$ cat config.mk
export PLATFORM = sky130hd
export DESIGN_NAME = led_mode_ctrl
export DESIGN_NICKNAME = d
export VERILOG_FILES = /design/src/rtl/led_mode_pkg.sv /design/src/rtl/lmc_tick_gen.sv /design/src/rtl/lmc_btn_sampler.sv /design/src/rtl/lmc_mode_ctrl.sv /design/src/rtl/lmc_pattern_gen.sv /design/src/rtl/led_mode_ctrl.sv
export SDC_FILE = /design/constraint.sdc
export NUM_CORES = 1
export LEC_CHECK = 0
export CAP_MARGIN = 30
export CORE_MARGIN = 4
export CORE_UTILIZATION = 63
export DETAILED_ROUTE_END_ITERATION = 10
export GPL_TIMING_DRIVEN = 0
export PLACE_DENSITY_LB_ADDON = 0.08
export SYNTH_ARGS = -nofsm -noshare
export SYNTH_HDL_FRONTEND = slang
export SYNTH_SLANG_ARGS = --single-unit
export TNS_END_PERCENT = 5
$ cat constraint.sdc
create_clock -name clk_i -period 3.18 [get_ports clk_i]
set_clock_uncertainty 0.2 [all_clocks]
set_input_delay 0.636 -clock clk_i [delete_from_list [all_inputs] [get_ports clk_i]]
set_output_delay 0.636 -clock clk_i [all_outputs]
set_load 0.1 [all_outputs]
$ cat src/rtl/led_mode_pkg.sv
package led_mode_pkg;

  typedef enum logic [1:0] {
    MODE_OFF    = 2'd0,
    MODE_ON     = 2'd1,
    MODE_WALK   = 2'd2,
    MODE_MIRROR = 2'd3
  } led_mode_e;

  function automatic led_mode_e mode_succ(led_mode_e m);
    return led_mode_e'(m + 2'd1);
  endfunction

endpackage

$ cat src/rtl/lmc_tick_gen.sv
module lmc_tick_gen #(
  parameter int unsigned PERIOD = 25_000_000
) (
  input  logic clk_i,
  input  logic rst_ni,
  output logic tick_o
);
  localparam int unsigned CW = (PERIOD > 2) ? $clog2(PERIOD) : 1;
  localparam logic [CW-1:0] LAST = CW'(PERIOD - 1);

  logic [CW-1:0] cnt_q;

  always_ff @(posedge clk_i or negedge rst_ni) begin
    if (!rst_ni)            cnt_q <= '0;
    else if (cnt_q == LAST) cnt_q <= '0;
    else                    cnt_q <= cnt_q + 1'b1;
  end

  assign tick_o = (cnt_q == LAST);

  p_cnt_bound_r2: assert property (@(posedge clk_i) disable iff (!rst_ni)
    cnt_q <= LAST);
  p_tick_single_r2: assert property (@(posedge clk_i) disable iff (!rst_ni)
    tick_o |=> !tick_o);
endmodule

$ cat src/rtl/lmc_btn_sampler.sv
module lmc_btn_sampler #(
  parameter int unsigned WIDTH  = 4,
  parameter int unsigned STAGES = 2
) (
  input  logic             clk_i,
  input  logic             rst_ni,
  input  logic             tick_i,
  input  logic [WIDTH-1:0] btn_i,
  output logic [WIDTH-1:0] sync_o,
  output logic [WIDTH-1:0] prev_o,
  output logic             press_o
);
  logic [STAGES-1:0][WIDTH-1:0] chain_q;
  logic [WIDTH-1:0]             sample_q;

  generate
    if (STAGES == 1) begin : g_one
      always_ff @(posedge clk_i or negedge rst_ni) begin
        if (!rst_ni) chain_q <= '0;
        else         chain_q[0] <= btn_i;
      end
    end else begin : g_many
      always_ff @(posedge clk_i or negedge rst_ni) begin
        if (!rst_ni) chain_q <= '0;
        else         chain_q <= {chain_q[STAGES-2:0], btn_i};
      end
    end
  endgenerate

  assign sync_o = chain_q[STAGES-1];

  always_ff @(posedge clk_i or negedge rst_ni) begin
    if (!rst_ni)     sample_q <= '0;
    else if (tick_i) sample_q <= sync_o;
  end

  assign prev_o  = sample_q;
  // edge of button 0 between two tick samples
  assign press_o = tick_i & sync_o[0] & ~sample_q[0];

  p_press_rearm_r4: assert property (@(posedge clk_i) disable iff (!rst_ni)
    press_o |=> prev_o[0]);
  p_sample_hold_r5: assert property (@(posedge clk_i) disable iff (!rst_ni)
    !tick_i |=> $stable(prev_o));
endmodule

$ cat src/rtl/lmc_mode_ctrl.sv
module lmc_mode_ctrl
  import led_mode_pkg::*;
(
  input  logic      clk_i,
  input  logic      rst_ni,
  input  logic      press_i,
  output led_mode_e mode_o,
  output led_mode_e mode_next_o
);
  led_mode_e mode_q;

  assign mode_next_o = press_i ? mode_succ(mode_q) : mode_q;

  always_ff @(posedge clk_i or negedge rst_ni) begin
    if (!rst_ni) mode_q <= MODE_OFF;
    else         mode_q <= mode_next_o;
  end

  assign mode_o = mode_q;

  p_mode_step_r3: assert property (@(posedge clk_i) disable iff (!rst_ni)
    press_i |=> mode_q == mode_succ($past(mode_q)));
  p_mode_hold_r9: assert property (@(posedge clk_i) disable iff (!rst_ni)
    !press_i |=> $stable(mode_q));
endmodule

$ cat src/rtl/lmc_pattern_gen.sv
module lmc_pattern_gen
  import led_mode_pkg::*;
#(
  parameter int unsigned NUM_LED = 4
) (
  input  logic               clk_i,
  input  logic               rst_ni,
  input  logic               tick_i,
  input  led_mode_e          mode_i,
  input  logic [NUM_LED-1:0] btn_i,
  output logic [NUM_LED-1:0] led_o
);
  localparam int unsigned PW = (NUM_LED > 2) ? $clog2(NUM_LED) : 1;
  localparam logic [PW-1:0] POS_LAST = PW'(NUM_LED - 1);

  logic [PW-1:0]      pos_q;
  logic [NUM_LED-1:0] walk_vec;
  logic [NUM_LED-1:0] pat;
  logic [NUM_LED-1:0] led_q;

  generate
    for (genvar i = 0; i < NUM_LED; i++) begin : g_walk
      assign walk_vec[i] = (pos_q == PW'(i));
    end
  endgenerate

  always_comb begin
    unique case (mode_i)
      MODE_OFF:  pat = '0;
      MODE_ON:   pat = '1;
      MODE_WALK: pat = walk_vec;
      default:   pat = btn_i;
    endcase
  end

  always_ff @(posedge clk_i or negedge rst_ni) begin
    if (!rst_ni) begin
      led_q <= '0;
      pos_q <= '0;
    end else if (tick_i) begin
      led_q <= pat;
      if (mode_i == MODE_WALK)
        pos_q <= (pos_q == POS_LAST) ? '0 : pos_q + 1'b1;
    end
  end

  assign led_o = led_q;

  p_walk_onehot_r6: assert property (@(posedge clk_i) disable iff (!rst_ni)
    (tick_i && mode_i == MODE_WALK) |=> $countones(led_o) == 1);
  p_walk_keep_r7: assert property (@(posedge clk_i) disable iff (!rst_ni)
    !(tick_i && mode_i == MODE_WALK) |=> $stable(pos_q));
  p_mirror_r8: assert property (@(posedge clk_i) disable iff (!rst_ni)
    (tick_i && mode_i == MODE_MIRROR) |=> led_o == $past(btn_i));
endmodule

$ cat src/rtl/led_mode_ctrl.sv
module led_mode_ctrl
  import led_mode_pkg::*;
#(
  parameter int unsigned TICK_CYCLES = 25_000_000,
  parameter int unsigned NUM_LED     = 4,
  parameter int unsigned SYNC_STAGES = 2
) (
  input  logic               clk_i,
  input  logic               rst_ni,
  input  logic [NUM_LED-1:0] btn_i,
  output logic [NUM_LED-1:0] led_o
);
  logic               tick;
  logic               press;
  logic [NUM_LED-1:0] btn_sync;
  logic [NUM_LED-1:0] btn_prev;
  led_mode_e          mode_cur;
  led_mode_e          mode_next;

  lmc_tick_gen #(.PERIOD(TICK_CYCLES)) u_tick (
    .clk_i  (clk_i),
    .rst_ni (rst_ni),
    .tick_o (tick)
  );

  lmc_btn_sampler #(.WIDTH(NUM_LED), .STAGES(SYNC_STAGES)) u_btn (
    .clk_i   (clk_i),
    .rst_ni  (rst_ni),
    .tick_i  (tick),
    .btn_i   (btn_i),
    .sync_o  (btn_sync),
    .prev_o  (btn_prev),
    .press_o (press)
  );

  lmc_mode_ctrl u_mode (
    .clk_i       (clk_i),
    .rst_ni      (rst_ni),
    .press_i     (press),
    .mode_o      (mode_cur),
    .mode_next_o (mode_next)
  );

  lmc_pattern_gen #(.NUM_LED(NUM_LED)) u_pat (
    .clk_i  (clk_i),
    .rst_ni (rst_ni),
    .tick_i (tick),
    .mode_i (mode_next),
    .btn_i  (btn_sync),
    .led_o  (led_o)
  );

  p_led_hold_r2: assert property (@(posedge clk_i) disable iff (!rst_ni)
    !$past(tick) |-> $stable(led_o));
  p_mode_only_on_tick_r2: assert property (@(posedge clk_i) disable iff (!rst_ni)
    !tick |=> $stable(mode_cur));
  p_held_once_r4: assert property (@(posedge clk_i) disable iff (!rst_ni)
    (tick && btn_prev[0]) |=> $stable(mode_cur));
endmodule

==> results.ini, run 1 <==
[status]
outcome = complete, no violations

[clocking]
numClockSinks = 42
clk_path_buf_depth = 2
cts_tree = done
clk_pin_slew_ns = 0.12
numCtsBuffers = 5
clk_latency_ns = 0.36
postCtsHoldBufs = 0
htreeDepth = 2
cts_resized = 0
post-cts-setup-buffers = 0
root_buffer = clkbuf_4

[floorplanning]
core_area_mm2 = 0.00308
rows = 20
die_area_mm2 = 0.00422
die_x_um = 64.9
top_level_ports = 10
die_h_um = 64.9
start_util_pct = 66.3

[final_layout]
ff_latch_area_mm2 = 0.00105
multi_input_area_um2 = 917
nFillCells = 245
drive_gt1_share_pct = 8.14
diodes = 0
final_util_pct = 73.6
area_delta_synth_final_pct = 10.9
stdcell_area_mm2 = 0.00226
nets = 231

[logic_synthesis]
avgSynthCellArea_um2 = 10.0
yosysTopAreaCellShare_pct = 51.5
synth_area_mm2 = 0.00204
yosys.area.top_type = dfrtp_1
yosys.cell_types.count = 36
synth_nets = 215
synth_area_leaders = dfrtp_1 (51%), xor2_1 (6.0%), nor2_1 (4.0%)
synth_flop_cell = dfrtp_1
synthArstFlopShare_pct = 100
yosys_warnings = 0
synth-edff-count = 0
synth-seq-area-share_pct = 51.5
synthCells = 204
synth-seq-cells = 42

[route]
first_iter_violations = 68
vias = 1552
drtPass1Iterations = 4
drc = 0
vias_per_cell = 5.86
avgRoutedWirePerCell_um = 14.1
routed_wl_mm = 3.74
postRouteAntennaNets = 0

[pwr]
switching_power_mw = 0.196
power_frac_clock_pct = 37.6
switching_share_pct = 21.5
power_leakage_nw = 1.02
peakVddDrop_v = 0.000293
p_comb_share_pct = 2.8
p_per_area_mw_per_mm2 = 401
p_seq_share_pct = 59.6
internal-power_mw = 0.713

[critical_path]
rr_worst_depth = 5
critPathRequiredTime_ns = 2.34
critical_path_depth = 1
path_buf_inv = 1
crit_chain = clkdlybuf4s50_1
crit_type = flip-flop to primary output
arrival_ns = 1.86
start_kind = flip-flop
cp_slowest_cell = clkdlybuf4s50_1
cpLargestDelayFamily = buffers and inverters
worstSetupEndpointType = primary output
max_stage_delay_ns = 1.13
path_max_fanout = 2

[sta]
maxSlewViolCount = 0
fin_ws_ns = 0.480
max_slew.worst_pin.slew_ns = 0.966
fmax_ghz = 0.370
finalSetupViolations = 0
hold_viol = 0
slew_headroom_pct = 35.4
fin_crit_ns = 2.70
rsz0062_at_grt = false
fin_setup_tns_ns = 0
period_share_pct = 84.9

[placement]
place_area_mm2 = 0.00218
place_ws_ns = 0.873
port_buffers = 9
detailed_place_hpwl_mm = 2.64
gp_congestion = 0.920

[grt]
overflow = 0
grt_usage_pct = 20.5
grt_pass1_vias = 1430
grt_first_pass_wirelength_mm = 6.51
antenna_found_initial = 0
grt_max_degree = 43

[flow_run]
drv_cap = 0

[worst_hold_path]
hold_depth = 0
min_path_type = flip-flop to flip-flop

## flip-flops by register name, summed over array words and instances (netlist names)
| signal | cells |
|---|---|
| u_btn.chain_q | 4 |
| u_btn.prev_o | 1 |
| u_tick.cnt_q | 25 |
| u_pat.pos_q | 2 |
| u_btn.sync_o | 4 |
| u_pat.led_o | 4 |
| u_mode.mode_o | 2 |
## routing by layer
metal / global-route usage (%) / part of all wire (%) / vias up
met5: 0 / 0 / -
met4: 7.92 / 1.5 / 0
met3: 6.24 / 6.1 / 7
met2: 31.3 / 47 / 43
met1: 27.5 / 46 / 762
li1: - / - / 740
## Yosys cell counts (2+ instances only)
master	instances
o21ai_0	10
xor2_1	14
nand2_1	19
clkbuf_1	4
and4_1	2
nor2_1	22
a32o_1	2
o21ai_1	4
a21oi_1	4
dfrtp_1	42
nand2b_1	2
nor3_1	3
a221o_1	4
buf_2	2
ha_1	5
xnor2_1	8
nand3_1	16
nand4_1	7
nor2b_1	3
and3_1	5
o22ai_1	2
inv_1	10
## worst paths after layout
| kind | startpoint | to | slack [ns] |
|---|---|---|---|
| worst min register to register | u_btn.chain_q[2] | u_btn.sync_o[2] | 0.16 |
| min in group asynchronous | rst_ni | u_pat.led_o[0] | 0.18 |
| max in group asynchronous | rst_ni | u_tick.cnt_q[5] | 2.06 |
| worst max register to register | u_tick.cnt_q[9] | u_pat.pos_q[1] | 0.96 |
| worst max-delay path | u_pat.led_o[0] | led_o[0] | 0.48 |
| worst min-delay path | u_btn.chain_q[2] | u_btn.sync_o[2] | 0.16 |
## cells in the final DEF (no fill, tap or decap), types with 4 or more instances in the layout
| master | count |
|---|---|
| nand2_1 | 19 |
| and3_1 | 5 |
| clkbuf_4 | 5 |
| o21ai_1 | 4 |
| xor2_1 | 14 |
| clkdlybuf4s50_1 | 8 |
| nand3_1 | 16 |
| nor2_1 | 22 |
| o21ai_0 | 10 |
| xnor2_1 | 8 |
| a21oi_1 | 4 |
| dfrtp_1 | 42 |
| clkbuf_1 | 4 |
| nand4_1 | 7 |
| ha_1 | 5 |
| inv_1 | 10 |
| a221o_1 | 4 |
## power by group through the flow
stage                     registers (mW)  clock network, mW  logic (mW)
after floorplan                    0.551                  0     0.00845
final                              0.542              0.342      0.0251
after detailed placement           0.552                  0      0.0258
after CTS                          0.542              0.355      0.0258
after global placement             0.552                  0      0.0258
after global routing               0.542              0.382      0.0294
## logic make-up after synthesis
family | synth area share, %
xor gates and xnor gates | 9.44
AOI/OAI and AO/OA | 9.93
and+or+nand+nor | 21.9
buffers and inverters | 3.62
DFF | 51.5
adders and majority gates | 3.06
muxes | 0.551
## stage by stage
| stage | cells | hold slack [ns] | power (mW) |
|---|---|---|---|
| 2_1_floorplan | 204 | 0.131 | 0.560 |
| 4_1_cts | 265 | 0.166 | 0.922 |
| 3_3_place_gp | 257 | 0.132 | 0.577 |
| 5_1_grt | 265 | 0.175 | 0.954 |
| 3_5_place_dp | 257 | 0.137 | 0.578 |
| 6_report | 265 | 0.162 | 0.908 |
## area by class of cell
type	count	area share, %
sequential	42	46.4
buffer	7	1.60
timing repair buffer	9	3.76
inverter	10	1.66
multi-input combinational	145	40.5
clock inverter	3	1.99
tap	44	2.43
clock buffer	5	1.66
Power figures use the tool's default switching activity.
==> run 2, diff against run 1 <==
Settings changed: CORE_UTILIZATION 63 to 59.
Clock period 3.18 ns to 2.5 ns, I/O delays scaled along.
==> run 2 against run 1 <==
Effect of this change: clock power increased by 2%; worst hold slack got worse by 0.13 ns; worst setup slack got worse by 0.27 ns; non-clock buffer count unchanged; sequential power increased by 27%; critical path type unchanged; critical endpoint is now led_o[2].
==> results.ini, run 2 (same netlist as run 1, synthesis figures left out) <==
[status]
outcome = complete, no violations

[final_layout]
largest_reg_flops = 25
largest-register = u_tick.cnt_q
layout_common_cells = dfrtp_1 (42), nor2_1 (22), nand2_1 (19), nand3_1 (16), xor2_1 (14)
nFillCells = 290
drive_gt1_share_pct = 8.14
area_delta_synth_final_pct = 9.62
final_util_pct = 67.1
nets = 231
final_common_cell = dfrtp_1
diodes = 0

[route]
avgRoutedWirePerCell_um = 14.2
drtPass1Iterations = 4
drc = 0
vias = 1522
routed_wl_mm = 3.80
first_iter_violations = 85
vias_per_cell = 5.70
postRouteAntennaNets = 0

[grt]
antenna_found_initial = 0
grt_usage_pct = 19.8
grt_first_pass_wirelength_mm = 6.51
grt_pass1_vias = 1463
overflow = 0
grt_max_degree = 43

[critical_path]
worstSetupEndpointType = primary output
cp_slowest_cell = dlygate4sd2_1
endpoint = led_o[2]
critical_path.startpoint = u_pat.led_o[2]
critPathRequiredTime_ns = 1.80
r2r_setup_slack_ns = 0.32
path_max_fanout = 2
critical_path_depth = 1
rr_worst_depth = 6
crit_type = flip-flop to primary output
crit_chain = dlygate4sd2_1
path_buf_inv = 1
arrival_ns = 1.59
max_stage_delay_ns = 0.86
timing.rr.end = u_pat.pos_q[1]
r2r_start = u_tick.cnt_q[0]
start_kind = flip-flop
cpLargestDelayFamily = buffers and inverters

[floorplanning]
start_util_pct = 61.2
rows = 21
core_area_mm2 = 0.00334
top_level_ports = 10
die_h_um = 66.8
die_area_mm2 = 0.00447
die_x_um = 66.8

[clocking]
clk_pin_slew_ns = 0.14
cts_tree = done
post-cts-setup-buffers = 0
clk_path_buf_depth = 2
htreeDepth = 2
clk_latency_ns = 0.37
root_buffer = clkbuf_4
numCtsBuffers = 5
numClockSinks = 42

[pwr]
power_leakage_nw = 1.03
switching_share_pct = 24.6
p_comb_share_pct = 3.1
switching_power_mw = 0.263
power_frac_clock_pct = 32.5
p_per_area_mw_per_mm2 = 478
peakVddDrop_v = 0.000328
internal-power_mw = 0.806
p_seq_share_pct = 64.4

[flow_run]
drv_cap = 0

[sta]
fin_crit_ns = 2.29
fin_ws_ns = 0.214
hold_viol = 0
maxSlewViolCount = 0
period_share_pct = 91.4
fmax_ghz = 0.437
slew_headroom_pct = 36.1
finalSetupViolations = 0
max_slew.worst_pin.slew_ns = 0.962
rsz0062_at_grt = false
whs_ns = 0.0310

[placement]
port_buffers = 9
detailed_place_hpwl_mm = 2.73
gp_congestion = 0.818
place_ws_ns = 0.330

[worst_hold_path]
min_path_type = input pin to asynchronous set/reset pin

[run 2: changes by cell type in the layout (fill, tap and decap cells not counted)]
cell             previous run  this run
clkinv_4                    0         1
dlygate4sd2_1               0         4
clkinv_2                    0         1
bufinv_16                   1         0
clkinvlp_4                  2         1
clkdlybuf4s50_1             8         4
[run 2: per-layer routing]
| metal | up-vias | routed length [µm] | track usage, % |
|---|---|---|---|
| li1 | 741 | - | - |
| met1 | 744 | 1790 | 25.7 |
| met2 | 30 | 1770 | 30.4 |
| met3 | 7 | 182 | 6.24 |
| met4 | 0 | 53 | 7.87 |
| met5 | - | 0 | 0 |
[run 2: power groups by stage]
stage / clock, mW / sequential, mW / combinational, mW
CTS: 0.354 / 0.689 / 0.0338
global route: 0.386 / 0.690 / 0.0382
floorplan: 0 / 0.701 / 0.0107
global placement: 0 / 0.702 / 0.0329
finish: 0.348 / 0.689 / 0.0329
detailed placement: 0 / 0.702 / 0.0338
[run 2: stage by stage]
| step | instances | power, mW | instance area [µm²] | TNS (ns) |
|---|---|---|---|---|
| 2_1_floorplan | 204 | 0.712 | 2040 | 0 |
| 3_3_place_gp | 259 | 0.735 | 2190 | -8.91 |
| 3_5_place_dp | 259 | 0.736 | 2180 | 0 |
| 4_1_cts | 267 | 1.08 | 2240 | 0 |
| 5_1_grt | 267 | 1.11 | 2240 | 0 |
| 6_report | 267 | 1.07 | 2240 | 0 |
[run 2: layout make-up]
cell class,count,area [µm²],share of cell area (%)
flip-flops and latches,42,1050,47.0
multi-input cells,145,917,41.0
repair buffers,9,80.1,3.58
well taps,46,57.6,2.57
clock buffers,5,37.5,1.68
inverters,10,37.5,1.68
plain buffers,7,36.3,1.62
clock inverters,3,21.3,0.950
[run 2: worst min path at each step]
stage | from | endpoint | slack [ns] | cells past startpoint
floorplan | rst_ni | u_btn.chain_q[0] | 0.004 | 0
CTS | rst_ni | u_tick.cnt_q[12] | 0.06 | 1
global placement | u_btn.chain_q[0] | u_btn.sync_o[0] | 0.13 | 0
detailed placement | u_btn.chain_q[2] | u_btn.sync_o[2] | 0.14 | 0
finish | rst_ni | u_tick.cnt_q[12] | 0.03 | 1
global route | rst_ni | u_tick.cnt_q[12] | 0.10 | 1
[run 2: repair_timing]
action / CTS / global route
setup endpoints to repair: 4 / 0
hold buffers: 0 / 0
resized for setup: 4 / 0
==> run 3, diff against run 2 <==
Settings changed: ABC_AREA set to 1, CORE_UTILIZATION 59 to 60, SYNTH_HIERARCHICAL set to 1.
==> run 3 against run 2 <==
Effect of this change: sequential power is essentially flat; die area rose by 11%; critical endpoint is now u_pat/pos_q[0]; via count is 24% higher; first-iteration DRC count increased by 71%; highest routed layer unchanged.
==> results.ini, run 3 <==
[floorplanning]
top_level_ports = 10
rows = 22
core_area_mm2 = 0.00372
die_area_mm2 = 0.00494
die_h_um = 70.3
die_x_um = 70.3
start_util_pct = 62.7

[route]
vias_per_cell = 5.10
routed_wl_mm = 4.66
avgRoutedWirePerCell_um = 12.5
vias = 1893
drtPass1Iterations = 4
first_iter_violations = 145
drc = 0
postRouteAntennaNets = 0

[critical_path]
r2r_start = u_tick/cnt_q[1]
cp_common_cell = nand2_1
critical_path.startpoint = u_tick/cnt_q[1]
path_buf_inv = 3
worstSetupEndpointType = flip-flop
critical_path_depth = 17
crit_type = flip-flop to flip-flop
endpoint = u_pat/pos_q[0]
max_stage_delay_ns = 0.38
path_max_fanout = 10
rr_worst_depth = 17
arrival_ns = 2.35
critPathRequiredTime_ns = 2.49
r2r_setup_slack_ns = 0.14
cp_slowest_cell = dfrtp_1
start_kind = flip-flop
timing.rr.end = u_pat/pos_q[0]
crit_chain = ha_2, nand2_4, nor2_8, nand2_4, nor2_4, nand3_4, clkinv_4, nand2_1, nor2_2, nand2_1, nand2_1, nand2_2, buf_6, inv_2, nor2_2, nand3_1, nand2_1
cpLargestDelayFamily = simple AND/OR/NAND/NOR gates

[clocking]
postCtsHoldBufs = 0
numCtsBuffers = 5
htreeDepth = 2
clk_path_buf_depth = 2
clk_pin_slew_ns = 0.08
cts_tree = done
clk_latency_ns = 0.29
numClockSinks = 42
root_buffer = clkbuf_8

[final_layout]
layout_common_cells = nand2_1 (71), nor2_1 (44), dfrtp_1 (42), inv_1 (36), nand3_1 (25)
diodes = 0
drive_gt1_share_pct = 19.8
largest-register = u_tick/cnt_q
nFillCells = 300
final_common_cell = nand2_1
area_delta_synth_final_pct = 15.9
nets = 333
largest_reg_flops = 25

[sta]
slew_headroom_pct = 35.8
fin_crit_ns = 2.36
fin_ws_ns = 0.142
whs_ns = 0.129
fmax_ghz = 0.424
max_slew.worst_pin.slew_ns = 0.962
period_share_pct = 94.3
maxSlewViolCount = 0
hold_viol = 0
finalSetupViolations = 0

[pwr]
peakVddDrop_v = 0.000433
p_per_area_mw_per_mm2 = 459
power_leakage_nw = 1.44

[grt]
grt_max_degree = 43
grt_usage_pct = 19.8
grt_first_pass_wirelength_mm = 7.80
antenna_found_initial = 0
grt_pass1_vias = 1741
overflow = 0

[flow_run]
drv_cap = 0

[status]
outcome = complete, no violations

[logic_synthesis]
yosys_warnings = 6
synth_nets = 305
synth_area_mm2 = 0.00233
synthCells = 294
avgSynthCellArea_um2 = 7.92

[worst_hold_path]
min_path_type = input pin to asynchronous set/reset pin

[placement]
gp_congestion = 0.848
detailed_place_hpwl_mm = 3.26
place_ws_ns = -0.0524
port_buffers = 9

==> run 3: cell count changes in the layout (fill, tap and decap cells not counted), sizes merged, moves of 11 or more <==
| cell | previous run | this run |
|---|---|---|
| buf | 4 | 20 |
| inv | 10 | 41 |
| nand2 | 19 | 78 |
| nand3 | 16 | 27 |
| nor2 | 22 | 62 |
| o21ai | 14 | 3 |
==> run 3: through the flow <==
| stage | utilization (%) | TNS (ns) | cell area, µm² | power [mW] | instances |
|---|---|---|---|---|---|
| global route | 72.7 | -0.0607 | 2700 | 1.29 | 371 |
| finish | 72.7 | 0 | 2700 | 1.24 | 371 |
| global placement | 66.7 | -11.77 | 2480 | 0.727 | 351 |
| floorplan | - | 0 | 2330 | 0.706 | 294 |
| detailed placement | 66.6 | -0.252 | 2470 | 0.727 | 351 |
| CTS | 69.8 | 0 | 2590 | 1.25 | 360 |
==> run 3: how the worst min path moves through the flow <==
stage | slack [ns] | depth (start not counted) | startpoint | endpoint
finish | 0.13 | 1 | rst_ni | u_pat/led_o[3]
global route | 0.17 | 0 | u_btn/chain_q[3] | u_btn/sync_o[3]
CTS | 0.16 | 1 | rst_ni | u_btn/chain_q[3]
detailed placement | 0.14 | 0 | u_btn/chain_q[1] | u_btn/sync_o[1]
global placement | 0.13 | 0 | u_btn/chain_q[1] | u_btn/sync_o[1]
floorplan | 0.004 | 0 | rst_ni | u_btn/chain_q[0]
==> run 3: repair_timing <==
item / CTS / global route
resized for setup: 1 / 9
setup buffers: 1 / 11
setup endpoints to repair: 6 / 10
pin swaps: 1 / 6
==> run 3: power breakdown <==
| group | leakage [nW] | internal, mW | switching [mW] | total, mW |
|---|---|---|---|---|
| clock network | 0.0579 | 0.294 | 0.232 | 0.526 |
| logic | 0.826 | 0.0103 | 0.0150 | 0.0253 |
| registers | 0.554 | 0.685 | 0.00202 | 0.687 |
| total | 1.44 | 0.989 | 0.249 | 1.24 |
==> run 3: area by class of cell <==
type | count | area, µm² | area share, %
clock inverter | 3 | 40.0 | 1.48
tap | 48 | 60.1 | 2.22
multi-input combinational | 203 | 1080 | 39.9
buffer | 7 | 53.8 | 1.99
timing repair buffer | 21 | 185 | 6.86
sequential | 42 | 1050 | 38.9
inverter | 42 | 163 | 6.02
clock buffer | 5 | 68.8 | 2.55
==> run 3: per-layer routing <==
layer | wire, µm | GRT usage (%) | up-vias
li1 | - | - | 962
met1 | 2210 | 27.1 | 877
met2 | 2140 | 30.8 | 47
met3 | 238 | 4.60 | 7
met4 | 68 | 6.38 | 0
met5 | 0 | 0 | -
==> run 3: worst reg2reg max path: cells and delay by family, from the launching register on <==
family / cells / cell delay [ns]
buf+inv: 3 / 0.28
flops: 1 / 0.38
simple gates: 13 / 1.17
fa+ha+maj: 1 / 0.22
